$ cat src/rtl/sync_bar_pkg.sv
package sync_bar_pkg;

    // Map a raw requested agent count onto the legal range 1..maxp.
    function automatic int unsigned clamp_parts(input int unsigned raw,
                                                input int unsigned maxp);
        if (raw == 0)
            return 1;
        else if (raw > maxp)
            return maxp;
        else
            return raw;
    endfunction

endpackage

$ cat src/rtl/sync_bar_filter.sv
// Screens arrive pulses: only agents inside the active count whose
// release is high may enter; any other pulse is rejected.
module sync_bar_filter #(
    parameter int unsigned N  = 16,
    parameter int unsigned CW = 5
) (
    input  logic [N-1:0]  arrive,
    input  logic [N-1:0]  sense_q,
    input  logic          flag_q,
    input  logic [CW-1:0] eff_parts,
    output logic [N-1:0]  valid,
    output logic          reject
);
    logic [N-1:0] member;
    logic [N-1:0] waiting;

    for (genvar gi = 0; gi < N; gi++) begin : g_agent
        assign member[gi]  = (CW'(gi) < eff_parts);
        assign waiting[gi] = sense_q[gi] ^ flag_q;
        assign valid[gi]   = arrive[gi] & member[gi] & ~waiting[gi];
    end

    assign reject = |(arrive & ~valid);
endmodule

$ cat src/rtl/sync_bar_tally.sv
// Adds all accepted arrivals of one cycle to the shared tally and
// detects the completing cycle.
module sync_bar_tally #(
    parameter int unsigned N  = 16,
    parameter int unsigned CW = 5
) (
    input  logic [N-1:0]  valid,
    input  logic [CW-1:0] count_q,
    input  logic [CW-1:0] eff_parts,
    output logic [CW-1:0] count_next,
    output logic          done
);
    logic [CW-1:0] pop;
    logic [CW:0]   sum;

    always_comb begin
        pop = '0;
        for (int i = 0; i < N; i++)
            pop = pop + CW'(valid[i]);
    end

    assign sum        = {1'b0, count_q} + {1'b0, pop};
    assign done       = (pop != '0) && (sum == {1'b0, eff_parts});
    assign count_next = done ? '0 : sum[CW-1:0];
endmodule

$ cat src/rtl/sync_bar_core.sv
module sync_bar_core #(
    parameter  int unsigned MAX_PARTS = 16,
    localparam int unsigned CW        = $clog2(MAX_PARTS + 1)
) (
    input  logic                 clk,
    input  logic                 rst_n,
    input  logic [CW-1:0]        cfg_parts,
    input  logic [MAX_PARTS-1:0] arrive,
    output logic [MAX_PARTS-1:0] release_o,
    output logic                 err_o
);
    import sync_bar_pkg::*;

    typedef struct packed {
        logic [MAX_PARTS-1:0] sense;
        logic                 flag;
        logic [CW-1:0]        count;
        logic [CW-1:0]        parts;
        logic                 err;
    } state_t;

    state_t st_q, st_d;

    logic [CW-1:0]        cfg_clamped;
    logic [CW-1:0]        eff_parts;
    logic [MAX_PARTS-1:0] valid;
    logic                 reject;
    logic [CW-1:0]        count_next;
    logic                 done;

    assign cfg_clamped = CW'(clamp_parts(32'(cfg_parts), MAX_PARTS));
    // The count may only move while no instance is in progress.
    assign eff_parts   = (st_q.count == '0) ? cfg_clamped : st_q.parts;

    sync_bar_filter #(.N(MAX_PARTS), .CW(CW)) u_filter (
        .arrive    (arrive),
        .sense_q   (st_q.sense),
        .flag_q    (st_q.flag),
        .eff_parts (eff_parts),
        .valid     (valid),
        .reject    (reject)
    );

    sync_bar_tally #(.N(MAX_PARTS), .CW(CW)) u_tally (
        .valid      (valid),
        .count_q    (st_q.count),
        .eff_parts  (eff_parts),
        .count_next (count_next),
        .done       (done)
    );

    always_comb begin
        st_d       = st_q;
        st_d.parts = eff_parts;
        st_d.err   = reject;
        if (done) begin
            // Flip the global phase; every agent, active or not, ends
            // the instance with its phase equal to the new global one.
            st_d.flag  = ~st_q.flag;
            st_d.count = '0;
            st_d.sense = {MAX_PARTS{~st_q.flag}};
        end else begin
            st_d.sense = st_q.sense ^ valid;
            st_d.count = count_next;
        end
    end

    always_ff @(posedge clk) begin
        if (!rst_n) begin
            st_q.sense <= '0;
            st_q.flag  <= 1'b0;
            st_q.count <= '0;
            st_q.parts <= CW'(1);
            st_q.err   <= 1'b0;
        end else begin
            st_q <= st_d;
        end
    end

    assign release_o = ~(st_q.sense ^ {MAX_PARTS{st_q.flag}});
    assign err_o     = st_q.err;
endmodule

$ cat config.mk
export PLATFORM = sky130hd
export DESIGN_NAME = sync_bar_core
export DESIGN_NICKNAME = d
export VERILOG_FILES = /design/src/rtl/sync_bar_pkg.sv /design/src/rtl/sync_bar_filter.sv /design/src/rtl/sync_bar_tally.sv /design/src/rtl/sync_bar_core.sv
export SDC_FILE = /design/constraint.sdc
export NUM_CORES = 1
export LEC_CHECK = 0
export CORE_ASPECT_RATIO = 0.9
export CORE_MARGIN = 5
export CORE_UTILIZATION = 60
export CTS_CLUSTER_DIAMETER = 150
export CTS_CLUSTER_SIZE = 28
export DETAILED_ROUTE_END_ITERATION = 7
export DONT_BUFFER_PORTS = 1
export HOLD_SLACK_MARGIN = 0.12
export PLACE_DENSITY = 0.72
export RECOVER_POWER = 100
export SYNTH_ARGS = -nofsm -noshare
export SYNTH_HDL_FRONTEND = slang
export SYNTH_SLANG_ARGS = --single-unit
$ cat constraint.sdc
create_clock -name clk -period 10.55 [get_ports clk]
set_input_delay 0.5275 -clock clk [delete_from_list [all_inputs] [get_ports clk]]
set_output_delay 0.5275 -clock clk [all_outputs]
set_load 0.01 [all_outputs]
==> results.md <==
- Outcome: finished clean
- Number of antenna violations at the first check in global routing: 0
- Most common cell after layout, fill and taps aside: inv_1
- Setup slack after layout: 2150 ps
- Cell variety after synth: 65
- ANT cells: 0
- CTS Sinks: 28
- Worst-Skew Late Latency: 280 ps
- F_max: 119 MHz
- Post-Route WL: 7.06 mm
- Multi-input gate area: 0.00186 mm2
- Average wire per standard cell: 18.8 um
- Buffers & Inverters on Critical Path: 2
- CTS Buf Count: 3
- Layout Utilization: 61.2%
- CTS clk-pin slew, worst paths: 100 ps
- Worst setup EP type: flop
- Max incr delay on CP: 920 ps
- HPWL Detailed: 5.63 mm
- GPL Wtd Cong: 0.957
- Die height: 73.2 um
- Post-route cell area: 0.00268 mm2
- Crit path launch: st_q[8]
- Rel. slew slack: 24.7%
- Post-synth ARST share: 0%
- Final worst-path cycle share: 79.6%
- Total GRT Usage: 25.4%
- DR iter-0 viols: 194
- R2r setup slk: 2150 ps
- WP depth: 23
- Post-CTS Setup Inserts: 0
- H-tree levels: 1
- Seq/Total Area, Yosys: 21.1%
- Worst path most repeated cell: fa_1
- Filler cells: 406
- RSZ-0062 raised after global routing: no
- Syn Area/Cell: 8.19 um2
- Accumulated negative setup slack: 0 ps
- Crit path DAT: 8520 ps
- Post-synthesis register bit count: 28
- Chip width: 80.2 um
- Global-route wire length before repair: 11.6 mm
- Die area: 0.00587 mm2
- TritonCTS clock tree: done
- CP Cell Sequence: nor2_1, nand2_1, mux2i_1, o211a_1, ha_1, inv_1, fa_1, inv_1, fa_1, fa_1, fa_1, fa_1, a21o_1, a21oi_1, xnor2_1, ha_1, a21oi_1, a21oi_1, a211o_1, a211oi_1, nand4_1, a21boi_0, a311oi_1
- Clock Path Buffers: 2
- Layout area overhead: 0.611%
- Critical path required time: 10670 ps
- Reg2Reg Launch Point: st_q[8]
- Maximum fanout along the worst path: 28
- Depth of the worst register-to-register path: 23
- Vias: 2448
- DP Area: 0.00267 mm2
- Min-Delay Path Depth: 1
- Type of origin of the critical path: flop
- Vias per cell: 6.51
- Pin count of the biggest net entering global routing: 29
- Post-CTS Hold Buffers: 0
- Post-route ant nets: 0
- Overflow after GRT: 0
- Port bufs: 0
- Number of global-route vias before repair: 2327
- CTS resizes: 0
- Fraction of layout cells with a size suffix above 1: 4.46%
- Crit Path Class: flop to flop
- Residual DRC: 0
- Ports: 40
- Primary FF master, synth: dfxtp_1
- Number of flops mapped to enable cells by yosys: 0
- Root Buffer: clkbuf_8
- Total nets after synthesis: 370
- Most frequent cells in the layout: inv_1 (31), dfxtp_1 (28), nand2_1 (20), nand3_1 (20), a21oi_1 (19)
- Hold Vio Cnt, Final: 0
- Worst min-delay path category: input pin to flop
- Crit-path leading delay family: adder cells
- Syn Std Cell Area: 0.00266 mm2
- Drt pass-1 iters: 6
- Nets: 360
- Max-Cap Viols: 0
- Row cnt: 23
- Synth warnings: 0
- Slew Limit Fails: 0
- Final Critical Period: 8400 ps
- Setup violators final: 0
- Initial core utilization: 60.8%
- Reg area: 561 um2
- Core ar.: 0.00437 mm2
- Measured slew at the worst slew-check pin: 1130 ps
- Pre-CTS WS: 2970 ps
- Mapped Cells: 325
- Worst path slowest cell: nand4_1
- Clk_skew: 7.80 ps
==> through the flow <==
stage               cells  hold WS, ps
detailed placement    372          471
global placement      372          464
CTS                   376          320
global route          376          304
floorplan             325          455
finish                376          330
==> worst min path at each step <==
stage	start	end	slack, ps
6_report	rst_n	st_q[1]	330
3_3_place_gp	flop	flop	460
2_1_floorplan	flop	flop	460
3_5_place_dp	flop	flop	470
5_1_grt	rst_n	st_q[1]	300
4_1_cts	rst_n	st_q[1]	320
==> cell families (layout without fill, tap and decap cells) <==
logic type                 Yosys count  in the layout  share of synthesized area (%)
AOI/OAI and AO/OA                  106            106                           29.2
and+or+nand+nor                     96             96                           20.2
buffers and inverters               48             37                           7.57
DFF                                 28             28                           21.1
adders and majority gates           22             22                           13.4
xor gates and xnor gates            21             21                           6.91
muxes                                4              4                           1.55
==> routing by layer <==
| metal | track usage (%) | vias to the layer above | share of wire (%) |
|---|---|---|---|
| met5 | 0 | - | 0 |
| met4 | 8.82 | 0 | 1.9 |
| met3 | 5.93 | 15 | 12 |
| met2 | 38.0 | 137 | 43 |
| met1 | 36.0 | 1142 | 43 |
| li1 | - | 1154 | - |
==> final cells by class <==
type / count / share of cell area [%]
well taps: 62 / 2.90
repair buffers: 1 / 0.140
flip-flops and latches: 28 / 20.9
inverters: 32 / 4.49
multi-input cells: 249 / 69.5
clock buffers: 4 / 2.06
==> Yosys cell counts (all sizes together) (4+ instances only) <==
cell	instances	area, um2
o211a	4	40.0
o311a	4	40.0
nor2	15	63.8
buf	5	40.0
fa	11	220
and3	12	75.1
o21ai	20	119
dfxtp	28	561
nor3	4	31.3
ha	11	138
xnor2	15	131
o22ai	4	25.0
a21o	13	97.6
clkbuf	11	41.3
a31oi	7	43.8
nand2	20	75.1
xor2	6	52.6
a221oi	4	35.0
inv	31	116
a21oi	22	125
nand3	20	100
and2	4	25.0
nand2b	4	25.0
Power is left out: the tool's default activity adds up to more than one toggle a clock period on the data nets, which glitch-free logic cannot reach.
